**src/rtl/cam_framer_pkg.sv**
```systemverilog
// Shared types for the camera framer.
// Assumes a 4:2:2 byte stream ordered luma, blue chroma, luma, red chroma.
package cam_framer_pkg;
    typedef enum logic [1:0] {
        PH_Y0 = 2'd0,
        PH_CB = 2'd1,
        PH_Y1 = 2'd2,
        PH_CR = 2'd3
    } phase_t;
endpackage

```
**src/rtl/cam_window.sv**
```systemverilog
// Frame/row window tracker. Registers the sync lines to find their edges,
// keeps an in-frame flag that opens only on a vsync falling edge, and
// produces same-cycle accept and event strobes. Assumes all inputs are
// already synchronous to the pixel clock.
module cam_window (
    input  logic clk_i,
    input  logic rst_ni,
    input  logic vsync_i,
    input  logic href_i,
    output logic accept_o,
    output logic frame_begin_o,
    output logic frame_close_o,
    output logic line_begin_o
);
    logic vs_q, hr_q, in_frame_q;
    logic vs_fall, vs_rise, live;

    // Edge detection and window qualification for the current sample.
    always_comb begin
        vs_fall       = vs_q & ~vsync_i;
        vs_rise       = ~vs_q & vsync_i;
        live          = in_frame_q | vs_fall;
        accept_o      = live & ~vsync_i & href_i;
        line_begin_o  = accept_o & ~hr_q;
        frame_begin_o = vs_fall;
        frame_close_o = vs_rise & in_frame_q;
    end

    // Sync history and frame-open state.
    always_ff @(posedge clk_i) begin
        if (!rst_ni) begin
            vs_q       <= 1'b0;
            hr_q       <= 1'b0;
            in_frame_q <= 1'b0;
        end else begin
            vs_q <= vsync_i;
            hr_q <= href_i;
            if (vs_fall)      in_frame_q <= 1'b1;
            else if (vs_rise) in_frame_q <= 1'b0;
        end
    end
endmodule

```
**src/rtl/cam_tagger.sv**
```systemverilog
// 4:2:2 position tagger. Gives each accepted byte its place in the
// Y/U/Y/V cycle and restarts the cycle at every line start.
module cam_tagger
    import cam_framer_pkg::*;
(
    input  logic   clk_i,
    input  logic   rst_ni,
    input  logic   accept_i,
    input  logic   line_begin_i,
    output phase_t tag_o
);
    phase_t next_q;

    // Tag of the byte at this edge.
    always_comb tag_o = line_begin_i ? PH_Y0 : next_q;

    // Advance the expected tag on every accepted byte.
    always_ff @(posedge clk_i) begin
        if (!rst_ni)       next_q <= PH_Y0;
        else if (accept_i) next_q <= phase_t'(tag_o + 2'd1);
    end
endmodule

```
**src/rtl/cam_frame_count.sv**
```systemverilog
// Per-frame row and byte counters with end-of-frame length verdict.
// Counters clear at frame begin, hold after frame close, and the verdict
// pulses are registered on the same edge as the frame-end pulse.
module cam_frame_count #(
    parameter int ROW_W     = 12,
    parameter int EXP_BYTES = 168960,
    parameter int CNT_W     = $clog2(EXP_BYTES + 1) + 1
) (
    input  logic             clk_i,
    input  logic             rst_ni,
    input  logic             accept_i,
    input  logic             line_begin_i,
    input  logic             frame_begin_i,
    input  logic             frame_close_i,
    output logic [ROW_W-1:0] row_cnt_o,
    output logic [CNT_W-1:0] byte_cnt_o,
    output logic             ok_o,
    output logic             err_o
);
    localparam logic [CNT_W-1:0] EXP_CNT = CNT_W'(EXP_BYTES);

    // Row and byte counting within the current frame.
    always_ff @(posedge clk_i) begin
        if (!rst_ni) begin
            row_cnt_o  <= '0;
            byte_cnt_o <= '0;
        end else if (frame_begin_i) begin
            row_cnt_o  <= ROW_W'(line_begin_i);
            byte_cnt_o <= CNT_W'(accept_i);
        end else begin
            if (line_begin_i) row_cnt_o  <= row_cnt_o + ROW_W'(1);
            if (accept_i)     byte_cnt_o <= byte_cnt_o + CNT_W'(1);
        end
    end

    // Length verdict at frame close.
    always_ff @(posedge clk_i) begin
        if (!rst_ni) begin
            ok_o  <= 1'b0;
            err_o <= 1'b0;
        end else begin
            ok_o  <= frame_close_i && (byte_cnt_o == EXP_CNT);
            err_o <= frame_close_i && (byte_cnt_o != EXP_CNT);
        end
    end
endmodule

```
**src/rtl/cam_framer.sv**
```systemverilog
// Top of the parallel camera framer. Qualifies sensor bytes with the
// vsync/href windows, tags them in 4:2:2 order, counts rows and bytes and
// checks each frame's length. Assumes the sensor clock drives clk_i, so
// no synchronizers are needed. Every output is registered one cycle after
// the sample it describes.
module cam_framer
    import cam_framer_pkg::*;
#(
    parameter int DATA_W    = 8,
    parameter int ROW_W     = 12,
    parameter int EXP_BYTES = 168960,
    parameter int CNT_W     = $clog2(EXP_BYTES + 1) + 1
) (
    input  logic              clk_i,
    input  logic              rst_ni,
    input  logic              vsync_i,
    input  logic              href_i,
    input  logic [DATA_W-1:0] pix_i,
    output logic              byte_vld_o,
    output logic [DATA_W-1:0] byte_o,
    output logic [1:0]        phase_o,
    output logic              is_luma_o,
    output logic              line_start_o,
    output logic              frame_start_o,
    output logic              frame_end_o,
    output logic              frame_ok_o,
    output logic              frame_err_o,
    output logic [ROW_W-1:0]  row_cnt_o,
    output logic [CNT_W-1:0]  byte_cnt_o
);
    logic   accept, frame_begin, frame_close, line_begin;
    phase_t tag;

    cam_window u_window (
        .clk_i         (clk_i),
        .rst_ni        (rst_ni),
        .vsync_i       (vsync_i),
        .href_i        (href_i),
        .accept_o      (accept),
        .frame_begin_o (frame_begin),
        .frame_close_o (frame_close),
        .line_begin_o  (line_begin)
    );

    cam_tagger u_tagger (
        .clk_i        (clk_i),
        .rst_ni       (rst_ni),
        .accept_i     (accept),
        .line_begin_i (line_begin),
        .tag_o        (tag)
    );

    cam_frame_count #(
        .ROW_W     (ROW_W),
        .EXP_BYTES (EXP_BYTES),
        .CNT_W     (CNT_W)
    ) u_count (
        .clk_i         (clk_i),
        .rst_ni        (rst_ni),
        .accept_i      (accept),
        .line_begin_i  (line_begin),
        .frame_begin_i (frame_begin),
        .frame_close_i (frame_close),
        .row_cnt_o     (row_cnt_o),
        .byte_cnt_o    (byte_cnt_o),
        .ok_o          (frame_ok_o),
        .err_o         (frame_err_o)
    );

    // Output stage: byte strobe, data, tag and event pulses.
    always_ff @(posedge clk_i) begin
        if (!rst_ni) begin
            byte_vld_o    <= 1'b0;
            byte_o        <= '0;
            phase_o       <= 2'd0;
            is_luma_o     <= 1'b0;
            line_start_o  <= 1'b0;
            frame_start_o <= 1'b0;
            frame_end_o   <= 1'b0;
        end else begin
            byte_vld_o    <= accept;
            byte_o        <= accept ? pix_i : '0;
            phase_o       <= accept ? tag : 2'd0;
            is_luma_o     <= accept & ~tag[0];
            line_start_o  <= line_begin;
            frame_start_o <= frame_begin;
            frame_end_o   <= frame_close;
        end
    end

    // Bytes only come from samples with href high and vsync low.
    assert_vld_window_R3: assert property (@(posedge clk_i) disable iff (!rst_ni)
        byte_vld_o |-> ($past(href_i) && !$past(vsync_i)));

    // Every line start is a valid luma byte with tag 0.
    assert_line_phase_R6: assert property (@(posedge clk_i) disable iff (!rst_ni)
        line_start_o |-> (byte_vld_o && phase_o == 2'd0));

    // Byte count steps by one per byte inside a frame.
    assert_cnt_step_R7: assert property (@(posedge clk_i) disable iff (!rst_ni)
        (byte_vld_o && !frame_start_o) |-> (byte_cnt_o == $past(byte_cnt_o) + CNT_W'(1)));

    // A verdict only appears with the frame-end pulse.
    assert_verdict_at_end_R8: assert property (@(posedge clk_i) disable iff (!rst_ni)
        (frame_ok_o || frame_err_o) |-> frame_end_o);

    // Start and end of frame never coincide.
    assert_start_end_apart_R2: assert property (@(posedge clk_i) disable iff (!rst_ni)
        frame_start_o |-> !frame_end_o);

    // No bytes while vsync was high.
    assert_vsync_quiet_R9: assert property (@(posedge clk_i) disable iff (!rst_ni)
        $past(vsync_i) |-> !byte_vld_o);
endmodule

```
**config.mk**
```make
export PLATFORM = sky130hd
export DESIGN_NAME = cam_framer
export DESIGN_NICKNAME = d
export VERILOG_FILES = /design/src/rtl/cam_framer_pkg.sv /design/src/rtl/cam_window.sv /design/src/rtl/cam_tagger.sv /design/src/rtl/cam_frame_count.sv /design/src/rtl/cam_framer.sv
export SDC_FILE = /design/constraint.sdc
export NUM_CORES = 1
export LEC_CHECK = 0
export BUFFER_PORTS_ARGS = -buffer_cell sky130_fd_sc_hd__buf_2
export CORE_MARGIN = 2
export CORE_UTILIZATION = 50
export CTS_BUF_LIST = sky130_fd_sc_hd__clkbuf_16
export DETAILED_ROUTE_END_ITERATION = 8
export GPL_TIMING_DRIVEN = 0
export PLACE_DENSITY = 0.76
export SLEW_MARGIN = 20
export SYNTH_ARGS = -nofsm -noshare
export SYNTH_HDL_FRONTEND = slang
export SYNTH_SLANG_ARGS = --single-unit
```
**constraint.sdc**
```tcl
create_clock -name clk_i -period 5.4 [get_ports clk_i]
set_clock_uncertainty 0.1 [all_clocks]
set_input_delay 0.54 -clock clk_i [delete_from_list [all_inputs] [get_ports clk_i]]
set_output_delay 0.54 -clock clk_i [all_outputs]
set_load 0.01 [all_outputs]
```
# Yosys cells after proc, flatten, opt, wreduce, memory -nomap -nowiden
# Index checks and enable logic that the tools add are counted.
# totals
regBits	53
input_bits	12
word_cells	49
output_inout_bits	48
# classes
addsub	3
mux	7
n_eq_ne	2
bitwise	13
reduce_logical	7
# op_table
op	count
adder 19 x 1 -> 19 bit (second input constant)	1
== test 19 x 18 -> 1 bit (second input constant)	1
inequality test 19 x 18 -> 1 bit (second input constant)	1
adder 12 x 1 -> 12 bit (second input constant)	1
AND 1 bit	7
2-to-1 mux 1 bit	6
nonzero test 2 bit	3
NOT 1 bit	5
adder 2 x 1 -> 2 bit (second input constant)	1
logical AND 1 bit	2
2-to-1 mux 2 bit	1
AND reduction 2 bit	1
OR reduction 2 bit	1
OR 1 bit	1

# Longest topological paths before layout
# Gate-level depths: netlist of run 1.
# logic_depth
ltp_word	9
ltp_mapped	8

# Hierarchy
# A second synthesis of run 1 with hierarchy kept.
# unflattened
hier_cells	229
area_unflattened_um2	2249.7
# modules_own_cells
mod	cells_per_inst	n_inst	area_per_inst_um2
cam_frame_count	171	1	1562.7
cam_framer	32	1	424.2
cam_window	15	1	155.1
cam_tagger	11	1	107.6

# Worst setup path before layout of run 1
# No wires, ideal clock.
# synth_path
path_kind	input to register
from	in vsync_i
to	reg u_count.byte_cnt_o[13]
n_path_buf	2
path_stages	8
path_slack_ns	3.256
arrival_time_ns	1.974
required_ns	5.230
path_cell_list	inv_1 ha_1 or2_2 buf_4 nand4_2 buf_2 or4_1 a21oi_1
# synth_between
elab_chain_cells	5
elab_cells_between_ends	6
classes_between	bitwise (5); reduce/logical (1)
# synth_lines
element	line	source
start, declared	cam_framer.sv:16	input logic vsync_i,
NOT 1 bit *	cam_window.sv:20	vs_fall = vs_q & ~vsync_i;
AND 1 bit *	cam_window.sv:20	
via frame_begin	cam_framer.sv:31	logic accept, frame_begin, frame_close, line_begin;
OR 1 bit	cam_window.sv:22	live = in_frame_q | vs_fall;
AND 1 bit (2 in series)	cam_window.sv:23	accept_o = live & ~vsync_i & href_i;
end signal, assigned	cam_frame_count.sv:29	byte_cnt_o <= CNT_W'(accept_i);
end signal, assigned	cam_frame_count.sv:32	if (accept_i) byte_cnt_o <= byte_cnt_o + CNT_W'(1);
end, declared	cam_frame_count.sv:16	output logic [CNT_W-1:0] byte_cnt_o,
# The timed path passes the listed nets; every way through them passes the cells marked *.
# A chain may end at the register's enable or synchronous reset.

# Final worst setup path of run 1
# layout_path
from	in vsync_i
to	reg byte_o[4]
# layout_between
elab_chain_cells	6
# layout_lines
element	line	source
NOT 1 bit	cam_window.sv:20	
AND 1 bit	cam_window.sv:20	
via frame_begin	cam_framer.sv:31	
OR 1 bit	cam_window.sv:22	
AND 1 bit (2 in series)	cam_window.sv:23	
AND reduction 2 bit (no line)	-	
end signal, assigned	cam_framer.sv:82	byte_o <= accept ? pix_i : '0;
end, declared	cam_framer.sv:20	output logic [DATA_W-1:0] byte_o,
# The timed path passes the listed nets, and every way through them passes these cells.

==> results.yml, run 1 <==
die:
  die-area_sq_um: 5090
  core_area_sq_um: 4350
  fp.dieW_um: 71.3
  fp.dieH_um: 71.3
  row_count: 24
  ios: 60
  start_util_pct: 52.1
synth:
  ys_async_sr_fraction_pct: 0
  synthTopCellsByArea: "dfxtp_1 47%, nor2_1 4.3%, xnor2_1 3.9%, a21oi_1 3.8%, and2_1 3.3%"
  syn-instance-count: 247
  synth_edf_count: 0
  yosysTopAreaCell: "dfxtp_1"
  yosys_warnings: 0
  ys_seq_area_share_pct: 46.8
  synth_ff_type: "dfxtp_1"
  syn_nets: 264
  synth_area_sq_um: 2270
  yosysUniqueCellTypes: 43
  ys_ff_latch: 53
  synth_top_area_share_pct: 46.8
  syn_area_per_cell_sq_um: 9.18
worst_setup_path:
  worstPathArrival_ps: 2340
  crit_chain: "buf_2 > inv_1 > ha_1 > nor2_1 > nor2_1 > nand2_1 > inv_1 > and2_1"
  r2r-end: "byte_o[4]"
  cpPeakStageDelay_ps: 570
  crit_fanout: 10
  cp_slowest_cell: "nor2_1"
  crit_start: "vsync_i"
  critical_path_class: "input port to register"
  crit_path_end: "byte_o[4]"
  worstSetupStartpointType: "input port"
  rr_worst_depth: 6
  cp-end-kind: "register"
  ff2ff_setup_slack_ps: 3260
  worstPathRequired_ps: 5490
  r2r_start: "u_window.vs_q"
placement:
  dpl.hpwl_um: 3580
  gp_congestion: 0.846
  dpl_cell_area_sq_um: 2630
  port_buffers: 59
routing:
  wl_met2_um: 2480
  wl_met1_um: 2230
  dr_wl_met3_um: 265
  drtIter0Drc: 127
  vias: 2020
  routed.top_layer: "met4"
  drtPass1Iterations: 4
  viasPerCell: 5.52
  drcViolationCount: 0
  wl_per_cell_um: 13.8
  antenna_left: 0
  wl_um: 5050
clock_network:
  cts_buffers: 5
  post_cts_buffers: 0
  clock_path_buffers: 2
  h-tree-depth: 2
  root_buffer: "clkbuf_16"
  cts_resized: 0
  clock_latency_ps: 290
  postCtsHoldBufs: 0
  clkTransAtPathRegs_ps: 70
  cts_tree: "built"
  cts_sinks: 53
timing:
  rsz0062_at_grt: "no"
  relSlewSlack_pct: 54.4
  timing.setup.tns_ps: 0
  setup-violations-final: 0
  tightest_slew_ps: 682
  fin_crit_sh_pct: 41.8
  max_freq_mhz: 443
  finalHoldViolCount: 0
  maxSlewViolCount: 0
  fin_crit_ps: 2260
grt:
  grt_max_degree: 18
  grt_overflow: 0
  antenna_found_initial: 0
  grt_usage_pct: 20.8
  grt_pass1_vias: 1810
  grt_pass1_wl_um: 8430
pwr:
  peakVddDrop_uv: 191
  p_leak_nw: 1.24
  power_density_nw_per_um2: 267
  p_total_mw: 0.742
finish:
  final_common_cell: "buf_2"
  design_area_sq_um: 2780
  layout_common_cells: "61 x buf_2, 53 x dfxtp_1, 26 x nor2_1"
  drive_gt1_share_pct: 26.1
  fin_nets: 330
  area_growth_pct: 22.4
  insertedDiodeCount: 0
status:
  status: "finished, final reports clean"
min_path:
  holdCritPathClass: "input port to register"
  whs_path_depth: 2
job:
  maxCapViolCount: 0
worst min-delay path by stage:
stage | slack [ps] | to | from
after floorplan | 340 | u_tagger.next_q[1] | u_tagger.next_q[1]
after global placement | 360 | u_tagger.next_q[1] | u_tagger.next_q[1]
after detailed placement | 370 | u_tagger.next_q[1] | u_tagger.next_q[1]
after CTS | 340 | byte_o[1] | pix_i[1]
after global routing | 340 | byte_o[3] | pix_i[3]
final | 340 | byte_o[0] | pix_i[0]
state kept, by name, indices dropped and copies added, names as in the netlist:
signal / cells
byte_o: 8
byte_vld_o: 1
frame_end_o: 1
frame_start_o: 1
is_luma_o: 1
line_start_o: 1
phase_o: 2
u_count.byte_cnt_o: 19
u_count.err_o: 1
u_count.ok_o: 1
u_count.row_cnt_o: 12
u_tagger.next_q: 2
u_window.hr_q: 1
u_window.in_frame_q: 1
u_window.vs_q: 1
Yosys cell counts, types with 6 or more instances:
master / instances
nand3_1: 8
o21ai_0: 8
nand4_1: 9
xnor2_1: 10
nand2_1: 14
and2_1: 12
dfxtp_1: 53
a21oi_1: 17
inv_1: 8
nor2_1: 26
or3_1: 6
clkbuf_1: 6
layout make-up:
cell class,count,area [sq um]
clock buffer,5,125
clock inverter,3,22.5
inverter,8,30.0
timing repair buffer,59,295
sequential,53,1060
buffer,10,51.3
multi-input combinational,176,1120
tap,52,65.1
fill,372,1580
cells by family (layout without fill, tap and decap cells):
logic type | after synthesis | count (layout) | synth area share [%]
and+or+nand+nor | 118 | 118 | 30.8
xor gates and xnor gates | 12 | 12 | 4.64
muxes | 3 | 3 | 1.32
buffers and inverters | 18 | 85 | 3.59
adders and majority gates | 5 | 5 | 2.76
AOI/OAI and AO/OA | 38 | 38 | 10.1
DFF | 53 | 53 | 46.8
per-layer routing:
layer	track usage, %	up-vias
li1	-	1020
met1	27.4	940
met2	33.8	55
met3	4.50	5
met4	7.13	0
met5	0	-
stage by stage:
step | utilization, % | instances | hold slack (ps) | setup slack [ps]
final | 63.7 | 366 | 344 | 3140
after global routing | 63.7 | 366 | 345 | 2970
after CTS | 63.7 | 366 | 342 | 3150
after detailed placement | 60.3 | 358 | 366 | 2860
after global placement | 60.3 | 358 | 360 | 2880
after floorplan | - | 247 | 340 | 3260
where the power goes:
part / internal (mW) / switching [mW]
clock: 0.173 / 0.143
combinational: 0.0114 / 0.0197
sequential: 0.393 / 0.00172
total: 0.577 / 0.164
critical path: cells and delay by family:
kind / cells / cell delay (ps)
fa+ha+maj: 1 / 280
buf+inv: 3 / 300
simple gates: 4 / 1220
No activity file was read; power rests on OpenSTA's default activity.
==> run 2: changes to the inputs <==
CORE_UTILIZATION = 47   (was 50)
PLACE_DENSITY = 0.75   (was 0.76)
clock period = 1.9 ns   (was 5.4 ns; I/O delays follow)
==> results.yml, run 2 (synthesis results as in run 1) <==
status:
  status: "finished, final reports clean"
die:
  row_count: 25
  core_area_sq_um: 4690
  start_util_pct: 48.3
  fp.dieH_um: 73.5
  fp.dieW_um: 73.5
  ios: 60
  die-area_sq_um: 5400
pwr:
  power_frac_clock_pct: 43.1
  peakVddDrop_uv: 609
  p_int_mw: 1.67
  p_leak_nw: 1.31
  power_density_nw_per_um2: 729
  p_total_mw: 2.16
  share_comb_of_total_power_pct: 4.8
  p_sw_mw: 0.494
  swShare_pct: 22.9
  seqPwrFrac_pct: 52.1
worst_setup_path:
  cp_slowest_cell: "or4_1"
  cp-end-kind: "register"
  cpMostUsedCell: "buf_6"
  crit_chain: "ha_4 > or2_2 > buf_6 > nand4_4 > buf_6 > or4_1 > a21oi_1"
  worstPathRequired_ps: 2020
  path_delay_family: "simple AND/OR/NAND/NOR gates"
  crit_fanout: 9
  crit_buf_inv: 2
  worstSetupStartpointType: "register"
  ff2ff_setup_slack_ps: 40
  worstPathArrival_ps: 1980
  critical_path_class: "register to register"
  cpPeakStageDelay_ps: 490
timing:
  timing.setup.tns_ps: 0
  maxSlewViolCount: 0
  tightest_slew_ps: 551
  fin_crit_sh_pct: 98.0
  rsz0062_at_grt: "yes"
  relSlewSlack_pct: 63.2
  finalHoldViolCount: 0
  fin_crit_ps: 1860
  max_freq_mhz: 537
  setup-violations-final: 0
placement:
  gp_congestion: 0.790
  port_buffers: 59
  dpl.hpwl_um: 3620
clock_network:
  clock_path_buffers: 2
  root_buffer: "clkbuf_16"
  clkTransAtPathRegs_ps: 70
  cts_buffers: 5
  clock_latency_ps: 290
  cts_sinks: 53
  h-tree-depth: 2
  cts_tree: "built"
routing:
  drtIter0Drc: 115
  drcViolationCount: 0
  antenna_left: 0
  vias: 2091
  viasPerCell: 5.50
  wl_um: 5430
  wl_per_cell_um: 14.3
  drtPass1Iterations: 4
finish:
  area_growth_pct: 30.9
  reg.largest.list: "u_count.byte_cnt_o: 19 flops, u_count.row_cnt_o: 12 flops, byte_o: 8 flops"
  final_common_cell: "buf_2"
  insertedDiodeCount: 0
  top_register: "u_count.byte_cnt_o"
  drive_gt1_share_pct: 31.9
  layout_common_cells: "60 x buf_2, 47 x dfxtp_1, 25 x nor2_1"
  largest_reg_flops: 19
  fin_nets: 342
grt:
  grt_pass1_vias: 1842
  grt_usage_pct: 20.4
  grt_pass1_wl_um: 8580
  antenna_found_initial: 0
  grt_max_degree: 20
  grt_overflow: 0
min_path:
  holdCritPathClass: "input port to register"
job:
  maxCapViolCount: 0
==> run 2: worst register-to-register path: stages, from the launching register on <==
cell	delay [ps]
dfxtp_2	360
ha_4	170
or2_2	130
buf_6	130
nand4_4	120
buf_6	150
or4_1	490
a21oi_1	150
==> run 2: timing repair <==
action | 4_1_cts | 5_1_grt
endpoints found under the hold margin | 5 | 0
resized for setup | 11 | 15
gates cloned | 0 | 1
hold buffers | 5 | 0
setup buffers | 1 | 6
pin swaps | 0 | 4
endpoints found under the setup margin | 37 | 33
==> run 2: stage by stage <==
| step | instances | worst slack (ps) | hold slack [ps] | utilization, % | cell area (sq um) |
|---|---|---|---|---|---|
| after floorplan | 247 | 44.1 | 212 | - | 2270 |
| after global placement | 360 | -283 | 289 | 56.1 | 2630 |
| after detailed placement | 360 | -322 | 296 | 56.1 | 2630 |
| after CTS | 374 | 4.12 | 0.204 | 61.2 | 2870 |
| after global routing | 380 | -19.3 | 7.10 | 63.2 | 2970 |
| final | 380 | 38.3 | 8.61 | 63.2 | 2970 |
==> run 2: layout make-up <==
cell class / count / area [sq um]
Sequential cell: 53 / 1070
Clock inverter: 3 / 28.8
Fill cell: 412 / 1730
Inverter: 8 / 30.0
Clock buffer: 5 / 125
Multi-Input combinational cell: 176 / 1170
Timing Repair Buffer: 72 / 403
Tap cell: 54 / 67.6
Buffer: 9 / 66.3
==> run 2: layer usage <==
| metal | vias to the layer above | GRT usage, % | routed length (um) |
|---|---|---|---|
| met5 | - | 0 | 0 |
| li1 | 1042 | - | - |
| met4 | 0 | 6.06 | 46 |
| met2 | 43 | 32.6 | 2700 |
| met3 | 5 | 3.98 | 214 |
| met1 | 1001 | 27.8 | 2470 |
==> run 2: path summary, 6_finish.rpt <==
| kind | startpoint | endpoint | depth (start not counted) |
|---|---|---|---|
| max | u_window.vs_q | u_count.byte_cnt_o[15] | 7 |
| min | pix_i[6] | byte_o[6] | 2 |
| max reg2reg | u_window.vs_q | u_count.byte_cnt_o[15] | 7 |
| min reg2reg | u_tagger.next_q[1] | u_tagger.next_q[1] | 1 |
==> run 2: power groups by stage <==
stage,registers (mW),logic [mW],clock network (mW)
global placement,1.15,0.0868,0
finish,1.13,0.104,0.932
global route,1.13,0.116,1.00
detailed placement,1.15,0.0897,0
floorplan,1.15,0.0519,0
CTS,1.12,0.101,0.952
